--- config.mk ---
export PLATFORM = sky130hd
export DESIGN_NAME = irq_sequencer
export DESIGN_NICKNAME = d
export VERILOG_FILES = /design/src/rtl/irq_seq_pkg.sv /design/src/rtl/irq_pending.sv /design/src/rtl/irq_arbiter.sv /design/src/rtl/irq_wake.sv /design/src/rtl/irq_sequencer.sv
export SDC_FILE = /design/constraint.sdc
export NUM_CORES = 1
export LEC_CHECK = 0
export BUFFER_PORTS_ARGS = -buffer_cell sky130_fd_sc_hd__buf_2
export CAP_MARGIN = 20
export CORE_ASPECT_RATIO = 1.5
export CORE_MARGIN = 5
export CORE_UTILIZATION = 50
export CTS_BUF_LIST = sky130_fd_sc_hd__clkbuf_16
export DETAILED_ROUTE_END_ITERATION = 8
export PLACE_DENSITY = 0.81
export RECOVER_POWER = 100
export SETUP_SLACK_MARGIN = 0.2
export SLEW_MARGIN = 30
export SYNTH_ARGS = -nofsm -noshare
export SYNTH_HDL_FRONTEND = slang
export SYNTH_HIERARCHICAL = 1
export SYNTH_SLANG_ARGS = --single-unit
--- constraint.sdc ---
create_clock -name clk -period 2.41 [get_ports clk]
set_clock_uncertainty 0.2 [all_clocks]
set_input_delay 0.3615 -clock clk [delete_from_list [all_inputs] [get_ports clk]]
set_output_delay 0.3615 -clock clk [all_outputs]
set_load 0.01 [all_outputs]
--- src/rtl/irq_seq_pkg.sv ---
package irq_seq_pkg;

    localparam int PC_W      = 16;
    localparam int BYTE_W    = 8;
    localparam int CTX_BYTES = 2 + 3;

    typedef enum logic [2:0] {
        ST_IDLE,
        ST_PUSH,
        ST_VEC,
        ST_POP,
        ST_DONE
    } seq_state_e;

    typedef enum logic [1:0] {
        LP_RUN  = 2'd0,
        LP_WAIT = 2'd1,
        LP_HALT = 2'd2
    } lp_mode_e;

    typedef struct packed {
        logic [PC_W-1:0]   pc;
        logic [BYTE_W-1:0] x;
        logic [BYTE_W-1:0] a;
        logic [BYTE_W-1:0] cc;
    } core_ctx_t;

endpackage

--- src/rtl/irq_pending.sv ---
module irq_pending #(
    parameter int NUM_SRC = 4,
    localparam int IDX_W  = (NUM_SRC > 1) ? $clog2(NUM_SRC) : 1
) (
    input  logic               clk,
    input  logic               rst_n,
    input  logic [NUM_SRC-1:0] req,
    input  logic               trap_req,
    input  logic               clr_en,
    input  logic               clr_trap,
    input  logic [IDX_W-1:0]   clr_idx,
    output logic [NUM_SRC-1:0] pend,
    output logic               trap_pend
);

    logic [NUM_SRC-1:0] pend_d, pend_q, clr_vec;
    logic               trap_d, trap_q;

    // decode of the serviced source; a new request in the same cycle wins
    for (genvar i = 0; i < NUM_SRC; i++) begin : g_clr
        assign clr_vec[i] = clr_en && !clr_trap && (clr_idx == IDX_W'(i));
    end

    always_comb begin
        pend_d = (pend_q & ~clr_vec) | req;
        trap_d = (trap_q & ~(clr_en & clr_trap)) | trap_req;
    end

    always_ff @(posedge clk or negedge rst_n) begin
        if (!rst_n) begin
            pend_q <= '0;
            trap_q <= 1'b0;
        end else begin
            pend_q <= pend_d;
            trap_q <= trap_d;
        end
    end

    assign pend      = pend_q;
    assign trap_pend = trap_q;

    // a latched request survives until its own vector is issued
    for (genvar i = 0; i < NUM_SRC; i++) begin : g_hold
        assert_pend_hold_R2: assert property (@(posedge clk) disable iff (!rst_n)
            (pend_q[i] && !clr_vec[i]) |=> pend_q[i]);
    end

    assert_trap_hold_R7: assert property (@(posedge clk) disable iff (!rst_n)
        (trap_q && !(clr_en && clr_trap)) |=> trap_q);

endmodule

--- src/rtl/irq_arbiter.sv ---
module irq_arbiter #(
    parameter int NUM_SRC = 4,
    localparam int IDX_W  = (NUM_SRC > 1) ? $clog2(NUM_SRC) : 1
) (
    input  logic               clk,
    input  logic               rst_n,
    input  logic [NUM_SRC-1:0] pend,
    input  logic               trap_pend,
    input  logic               mask,
    output logic               any_win,
    output logic               win_trap,
    output logic [IDX_W-1:0]   win_idx
);

    logic [NUM_SRC-1:0] cand, grant;
    logic [NUM_SRC:0]   blocked;

    assign cand       = mask ? '0 : pend;
    assign blocked[0] = trap_pend;

    // priority chain: lower index blocks every higher index
    for (genvar i = 0; i < NUM_SRC; i++) begin : g_chain
        assign grant[i]     = cand[i] & ~blocked[i];
        assign blocked[i+1] = blocked[i] | cand[i];
    end

    always_comb begin
        win_idx = '0;
        for (int i = 0; i < NUM_SRC; i++) begin
            if (grant[i]) win_idx = win_idx | IDX_W'(i);
        end
    end

    assign win_trap = trap_pend;
    assign any_win  = blocked[NUM_SRC];

    assert_grant_onehot_R8: assert property (@(posedge clk) disable iff (!rst_n)
        $onehot0(grant));

    assert_src0_first_R8: assert property (@(posedge clk) disable iff (!rst_n)
        (!trap_pend && !mask && pend[0]) |-> (any_win && win_idx == '0));

endmodule

--- src/rtl/irq_wake.sv ---
module irq_wake
    import irq_seq_pkg::*;
#(
    parameter int                 NUM_SRC  = 4,
    parameter logic [NUM_SRC-1:0] HALT_SRC = '1
) (
    input  logic               clk,
    input  logic               rst_n,
    input  logic [1:0]         lp_mode,
    input  logic [NUM_SRC-1:0] pend,
    input  logic               trap_pend,
    input  logic               mask,
    output logic               wake
);

    logic any_open, halt_open;

    assign any_open  = !mask && (|pend);
    assign halt_open = !mask && (|(pend & HALT_SRC));

    always_comb begin
        case (lp_mode)
            LP_WAIT: wake = trap_pend | any_open;
            LP_HALT: wake = halt_open;
            default: wake = 1'b0;
        endcase
    end

    assert_run_no_wake_R10: assert property (@(posedge clk) disable iff (!rst_n)
        (lp_mode == LP_RUN) |-> !wake);

    assert_masked_halt_R10: assert property (@(posedge clk) disable iff (!rst_n)
        (lp_mode == LP_HALT && mask) |-> !wake);

endmodule

--- src/rtl/irq_sequencer.sv ---
module irq_sequencer
    import irq_seq_pkg::*;
#(
    parameter int                      NUM_SRC   = 4,
    parameter logic [NUM_SRC*16-1:0]   VEC_TABLE = 64'hFFF2_FFF4_FFF6_FFF8,
    parameter logic [15:0]             TRAP_VEC  = 16'hFFFA,
    parameter logic [NUM_SRC-1:0]      HALT_SRC  = 4'b0011
) (
    input  logic               clk,
    input  logic               rst_n,
    input  logic [NUM_SRC-1:0] irq_req,
    input  logic               trap_req,
    input  logic               insn_end,
    input  logic               iret_req,
    input  logic [1:0]         lp_mode,
    input  logic [15:0]        ctx_pc,
    input  logic [7:0]         ctx_x,
    input  logic [7:0]         ctx_a,
    input  logic [7:0]         ctx_cc,
    output logic               push_valid,
    output logic [7:0]         push_data,
    input  logic               push_ready,
    output logic               pop_req,
    input  logic [7:0]         pop_data,
    input  logic               pop_ack,
    output logic               vec_valid,
    output logic [15:0]        vec_addr,
    output logic               rest_valid,
    output logic [15:0]        rest_pc,
    output logic [7:0]         rest_x,
    output logic [7:0]         rest_a,
    output logic [7:0]         rest_cc,
    output logic               mask_o,
    output logic               wake
);

    localparam int IDX_W  = (NUM_SRC > 1) ? $clog2(NUM_SRC) : 1;
    localparam int BEAT_W = $clog2(CTX_BYTES);
    localparam logic [BEAT_W-1:0] LAST_BEAT = BEAT_W'(CTX_BYTES - 1);

    typedef struct packed {
        seq_state_e         st;
        logic [BEAT_W-1:0]  beat;
        logic               mask;
        logic               sel_trap;
        logic [IDX_W-1:0]   sel_idx;
        core_ctx_t          ctx;
    } seq_reg_t;

    seq_reg_t r_d, r_q;

    logic [NUM_SRC-1:0] pend;
    logic               trap_pend;
    logic               any_win, win_trap;
    logic [IDX_W-1:0]   win_idx;
    logic               clr_en;

    irq_pending #(.NUM_SRC(NUM_SRC)) u_pend (
        .clk      (clk),
        .rst_n    (rst_n),
        .req      (irq_req),
        .trap_req (trap_req),
        .clr_en   (clr_en),
        .clr_trap (r_q.sel_trap),
        .clr_idx  (r_q.sel_idx),
        .pend     (pend),
        .trap_pend(trap_pend)
    );

    irq_arbiter #(.NUM_SRC(NUM_SRC)) u_arb (
        .clk      (clk),
        .rst_n    (rst_n),
        .pend     (pend),
        .trap_pend(trap_pend),
        .mask     (r_q.mask),
        .any_win  (any_win),
        .win_trap (win_trap),
        .win_idx  (win_idx)
    );

    irq_wake #(.NUM_SRC(NUM_SRC), .HALT_SRC(HALT_SRC)) u_wake (
        .clk      (clk),
        .rst_n    (rst_n),
        .lp_mode  (lp_mode),
        .pend     (pend),
        .trap_pend(trap_pend),
        .mask     (r_q.mask),
        .wake     (wake)
    );

    always_comb begin
        r_d        = r_q;
        push_valid = 1'b0;
        push_data  = '0;
        pop_req    = 1'b0;
        vec_valid  = 1'b0;
        rest_valid = 1'b0;
        clr_en     = 1'b0;

        case (r_q.st)
            ST_IDLE: begin
                if (iret_req) begin
                    r_d.st   = ST_POP;
                    r_d.beat = '0;
                end else if (insn_end && any_win) begin
                    r_d.st       = ST_PUSH;
                    r_d.beat     = '0;
                    r_d.sel_trap = win_trap;
                    r_d.sel_idx  = win_idx;
                    r_d.ctx      = '{pc: ctx_pc, x: ctx_x, a: ctx_a, cc: ctx_cc};
                end
            end
            ST_PUSH: begin
                push_valid = 1'b1;
                case (r_q.beat)
                    BEAT_W'(0): push_data = r_q.ctx.pc[15:8];
                    BEAT_W'(1): push_data = r_q.ctx.pc[7:0];
                    BEAT_W'(2): push_data = r_q.ctx.x;
                    BEAT_W'(3): push_data = r_q.ctx.a;
                    default:    push_data = r_q.ctx.cc;
                endcase
                if (push_ready) begin
                    if (r_q.beat == LAST_BEAT) begin
                        r_d.st   = ST_VEC;
                        r_d.mask = 1'b1;
                    end else begin
                        r_d.beat = r_q.beat + 1'b1;
                    end
                end
            end
            ST_VEC: begin
                vec_valid = 1'b1;
                clr_en    = 1'b1;
                r_d.st    = ST_IDLE;
            end
            ST_POP: begin
                pop_req = 1'b1;
                if (pop_ack) begin
                    case (r_q.beat)
                        BEAT_W'(0): r_d.ctx.cc       = pop_data;
                        BEAT_W'(1): r_d.ctx.a        = pop_data;
                        BEAT_W'(2): r_d.ctx.x        = pop_data;
                        BEAT_W'(3): r_d.ctx.pc[7:0]  = pop_data;
                        default:    r_d.ctx.pc[15:8] = pop_data;
                    endcase
                    if (r_q.beat == LAST_BEAT) r_d.st = ST_DONE;
                    else                       r_d.beat = r_q.beat + 1'b1;
                end
            end
            ST_DONE: begin
                rest_valid = 1'b1;
                r_d.mask   = 1'b0;
                r_d.st     = ST_IDLE;
            end
            default: r_d.st = ST_IDLE;
        endcase
    end

    always_ff @(posedge clk or negedge rst_n) begin
        if (!rst_n) begin
            r_q          <= '0;
            r_q.st       <= ST_IDLE;
            r_q.mask     <= 1'b1;
        end else begin
            r_q <= r_d;
        end
    end

    assign vec_addr = r_q.sel_trap ? TRAP_VEC : VEC_TABLE[r_q.sel_idx*16 +: 16];
    assign rest_pc  = r_q.ctx.pc;
    assign rest_x   = r_q.ctx.x;
    assign rest_a   = r_q.ctx.a;
    assign rest_cc  = r_q.ctx.cc;
    assign mask_o   = r_q.mask;

    assert_entry_boundary_R3: assert property (@(posedge clk) disable iff (!rst_n)
        $rose(push_valid) |-> $past(insn_end));

    assert_push_stall_R4: assert property (@(posedge clk) disable iff (!rst_n)
        (push_valid && !push_ready) |=> (push_valid && $stable(push_data)));

    assert_vec_masked_R5: assert property (@(posedge clk) disable iff (!rst_n)
        vec_valid |-> mask_o);

    assert_vec_pulse_R6: assert property (@(posedge clk) disable iff (!rst_n)
        vec_valid |=> !vec_valid);

    assert_iret_unmask_R9: assert property (@(posedge clk) disable iff (!rst_n)
        rest_valid |=> !mask_o);

endmodule

Yosys cells after proc, flatten, opt, wreduce, memory -nomap -nowiden:

Index checks and enable logic that the tools add are counted.

* flip-flop bits (word level): 55
* word-level logic and storage cells: 118
* output and inout port bits: 70
* input bits: 61

* reduce and logical (&&, ||, !) cells: 28
* muxes and demuxes: 32
* add/sub/neg operators: 1
* equal/unequal tests: 25
* shifts and indexed selects: 1
* bitwise operators: 19

Operator list (number)
* $mux W40: 3
* $pmux W40 S2: 1
* $shiftx A64 B7 Y16 const A: 1
* $mux W8: 6
* $pmux W8 S4: 1
* $reduce_and A5 Y1: 6
* $mux W6: 3
* $pmux W3 S3: 2
* $mux W16: 1
* $ne A2 B2 Y1 const B: 7
* $eq A3 B2 Y1 const B: 4
* $mux W3: 3
* $logic_and A1 B1 Y1: 8
* $ne A2 B1 Y1 const B: 4
* $reduce_or A4 Y1: 2
* $mux W7: 1
* $eq A2 B2 Y1 const B: 3
* $eq A3 B1 Y1 const B: 2
* $eq A3 B3 Y1 const B: 2
* $logic_not A3 Y1: 2
* $mux W1: 6
* $or A1 B1 Y1: 6
* $reduce_and A3 Y1: 2
* $and A1 B1 Y1: 5
* other kinds (16): 25

Longest topological paths before layout:

* depth after elaboration: 9
* depth in mapped cells: 8
* gate-level depth less buffers: 6

By module:

Netlist, hierarchy kept.

By module, submodules not included
* irq_sequencer: instances 1, cells an instance 345, area each 3199.3 um^2, seq. area each 1252.5 um^2
* irq_pending: instances 1, cells an instance 15, area each 207.7 um^2, seq. area each 125.1 um^2
* irq_wake: instances 1, cells an instance 10, area each 66.3 um^2, seq. area each 0.0 um^2
* irq_arbiter: instances 1, cells an instance 9, area each 61.3 um^2, seq. area each 0.0 um^2

Least setup slack after synthesis:

No wires, ideal clock.

* path type: register to output
* start point: register r_q[44] (netlist bit)
* end point: output push_data[0]
* cell stages (with the launch flop): 8
* data arrival time: 1709 ps
* slack: 139 ps
* buffers on the path: 1
* data required time: 1849 ps
* cells stage by stage: dfrtp_1 > inv_1 > ha_1 > buf_2 > or3_1 > a21oi_2 > a221oi_1 > nor2_1

* word-level cells in the longest chain between the ends: 3
* elaborated cells on any way between the ends: 6
* those cells by class: 3 x eq/ne; 2 x mux; 1 x reduce/logical

RTL lines
* from (decl): RTL line irq_sequencer.sv:50 `seq_reg_t r_d, r_q;`
* from (signal assigned): RTL line irq_sequencer.sv:165 `r_q <= r_d;`
* $eq A3 B2 Y1, or another cell as far along: RTL line irq_sequencer.sv:115 `case (r_q.beat)`
* $pmux W8 S4 (*): RTL line irq_sequencer.sv:115
* $mux W8 (*): RTL line irq_sequencer.sv:100 `case (r_q.st)`
* to (decl): RTL line irq_sequencer.sv:21 `output logic [7:0] push_data,`

Every way passes the cells marked *; elsewhere a longest branch is shown, timed or not.

Worst setup path in the final report:

* start point: register r_q[45] (netlist bit)
* end point: output push_data[7]

The elaborated chain is that of the path after synthesis.

==> summary.md <==
| Metric | Value |
|---|---|
| Max Clk Rate | 394 MHz |
| WP data arrival | 1.98 ns |
| RePlAce Congestion | 0.866 |
| Vias | 2958 |
| Gr ovfl total | 0 |
| Worst Tran Pin Value | 0.729 ns |
| 1st-iter DRT viols | 298 |
| Final period utilization | 105% |
| Final hold vios | 0 |
| Port bufs | 117 |
| Clock transition at path regs | 0.06 ns |
| RSZ-0062 raised after global routing | yes |
| Syn Area/Cell | 9.33 um^2 |
| Hold Path Class | in2reg |
| WL final | 9580 um |
| Status | complete, but fails checks |
| Most frequent cells in the layout | buf_2 (72), dfrtp_1 (53), inv_1 (48) |
| CTS tree | yes |
| Non-Filler Instances | 544 |
| Synth top area cells | dfrtp_1 (38%), mux2i_1 (12%), buf_4 (11%) |
| Setup crit start kind | flip-flop |
| Mapped Cells | 379 |
| Fin. max-slew vios | 0 |
| Finish-stage setup viols | 19 |
| Max clock buf depth | 2 |
| Routed Antenna Nets | 0 |
| # H-tree levels | 2 |
| WL per Instance | 17.6 um |
| Max-Cap Viols | 0 |
| VDD IR max | 768 uV |
| Ant. Diodes | 0 |
| Synth cell types | 47 |
| Placed insts | 530 |
| Clock tree root driver cell | clkbuf_16 |
| Leak pwr | 2.11 nW |
| Vias in the first global route | 3106 |
| Die span in y | 113 um |
| Worst-Skew Late Latency | 0.28 ns |
| P per Cell Area | 1430 mW/mm^2 |
| Routed vias/inst | 5.44 |
| Horiz. Die Dim | 78.7 um |
| Cts bufs inserted | 5 |
| Fin worst setup slack | -0.131 ns |
| Critical path class | reg2out |
| Synthesized flop and latch total | 55 |
| Crit end category | output pin |
| First-pass GRT wire length | 15100 um |
| DRT Pass-1 Iters | 5 |
| Ys flop type | dfrtp_1 |
| Fin nets | 535 |
| Commonest non-fill, non-tap cell in the layout | buf_2 |
| CP Data Required Time | 1.85 ns |
| Post-synth EDFFs | 0 |
| Starting Density | 51.2% |
| Initial antenna violation count | 0 |
| Layout cell share with drive strength beyond 1 | 26.0% |
| Area Overhead vs Synth | 15.2% |
| IO Count | 131 |
| Top cell type's share of synthesized area | 38.2% |
| Core region area | 0.00690 mm^2 |
| DRC viols | 0 |
| Die Area | 0.00889 mm^2 |
| Seq/Total Area, Yosys | 39.0% |
| GRT Overall Usage | 21.6% |
| Violated checks | setup timing |
| Crit path max fanout | 3 |
| Synthesized area | 0.00353 mm^2 |
| Fin crit period | 2.54 ns |
| Final core utilization | 59.0% |
| Largest net degree at the start of global routing | 34 |
| Std-Cell Rows | 37 |
| Synth area leader | dfrtp_1 |
| Post-DP HPWL | 7160 um |
| Asr flop ratio synth | 100% |
| Slew HR | 51.4% |
| CTS sink cnt | 55 |
| Synth Warn # | 6 |
## power by group
| group | internal, mW | leakage (nW) | switching [mW] |
|---|---|---|---|
| Clock | 0.374 | 0.0671 | 0.301 |
| Sequential | 1.37 | 0.632 | 0.411 |
| Combinational | 1.44 | 1.41 | 1.93 |
## kinds of logic (layout without fill, tap and decap cells)
group,after synthesis,in the layout,share of synthesized area (%)
AOI/OAI and AO/OA,80,80,15.2
adders and majority gates,8,8,2.83
buffers and inverters,119,195,19.0
DFF,55,55,39.0
muxes,45,45,12.8
other,2,13,0.212
and+or+nand+nor,70,70,10.9
## state kept, by name (all words and copies together) (netlist names)
signal and flops:
u_pend/trap_pend 1, rest_a 8, rest_pc 16, r_q 9, rest_x 8, mask_o 1
u_pend/pend 4, rest_cc 8
## cell type report
| type | count | area [um^2] |
|---|---|---|
| Multi-Input combinational cell | 216 | 1560 |
| Clock inverter | 2 | 8.76 |
| Sequential cell | 55 | 1380 |
| Timing Repair Buffer | 138 | 713 |
| Fill cell | 609 | 2830 |
| Clock buffer | 5 | 125 |
| Inverter | 50 | 188 |
| Tap cell | 78 | 97.6 |
## metal layers
metal	vias to the layer above	track usage, %	part of all wire [%]
met2	131	40.6	55
met5	-	0	0
met1	1410	23.3	35
met3	27	3.90	6.5
met4	0	8.75	3.5
li1	1390	-	-
## synthesized netlist by cell type, types with 4 or more instances
master	count
a21o_1	5
a21oi_1	42
a221oi_1	8
a222oi_1	8
and3_1	8
buf_4	54
clkbuf_1	11
dfrtp_1	54
ha_1	8
inv_1	50
mux2i_1	42
nand2_1	10
nand2b_1	4
nor2_1	24
nor2b_1	4
## metrics by stage
| step | setup TNS (ns) | setup WS (ns) | total power [mW] | hold WS, ns | area, um^2 |
|---|---|---|---|---|---|
| 4_1_cts | -0.720 | -0.122 | 5.88 | 0.0466 | 4140 |
| 3_5_place_dp | 0 | 0.0432 | 5.01 | 0.247 | 3920 |
| 5_1_grt | -3.74 | -0.212 | 6.25 | 0.0603 | 4070 |
| 6_report | -1.12 | -0.131 | 5.82 | 0.0481 | 4070 |
| 3_3_place_gp | 0 | 0.0870 | 4.89 | 0.244 | 3920 |
| 2_1_floorplan | 0 | 0.211 | 4.26 | -0.134 | 3590 |
## worst max-delay path, stage by stage (launching register included)
cell and delay (ns):
dfrtp_1 0.39, inv_2 0.07, ha_2 0.19, or3_4 0.40
a21oi_4 0.16, buf_6 0.13, a221oi_1 0.08, nor2_1 0.13
buf_2 0.15
## repair_timing
action / CTS / global route
setup endpoints to repair: 16 / 23
hold buffers: 1 / 0
resized for setup: 14 / 8
setup buffers: 4 / 2
endpoints found under the hold margin: 27 / 0
pin swaps: 5 / 5
## path summary, 6_finish.rpt
path / startpoint / endpoint / slack (ns) / cells past startpoint
worst max-delay path: r_q[45] / push_data[7] / -0.13 / 8
worst min-delay path: irq_req[0] / u_pend/pend[0] / 0.05 / 2
worst max register to register: r_q[49] / rest_x[4] / -0.05 / 5
worst min register to register: rest_cc[0] / rest_cc[0] / 0.34 / 2
max in group asynchronous: rst_n / rest_pc[12] / 0.41 / 3
min in group asynchronous: rst_n / u_pend/pend[3] / 0.46 / 2
(Power assumes the default switching activity.)
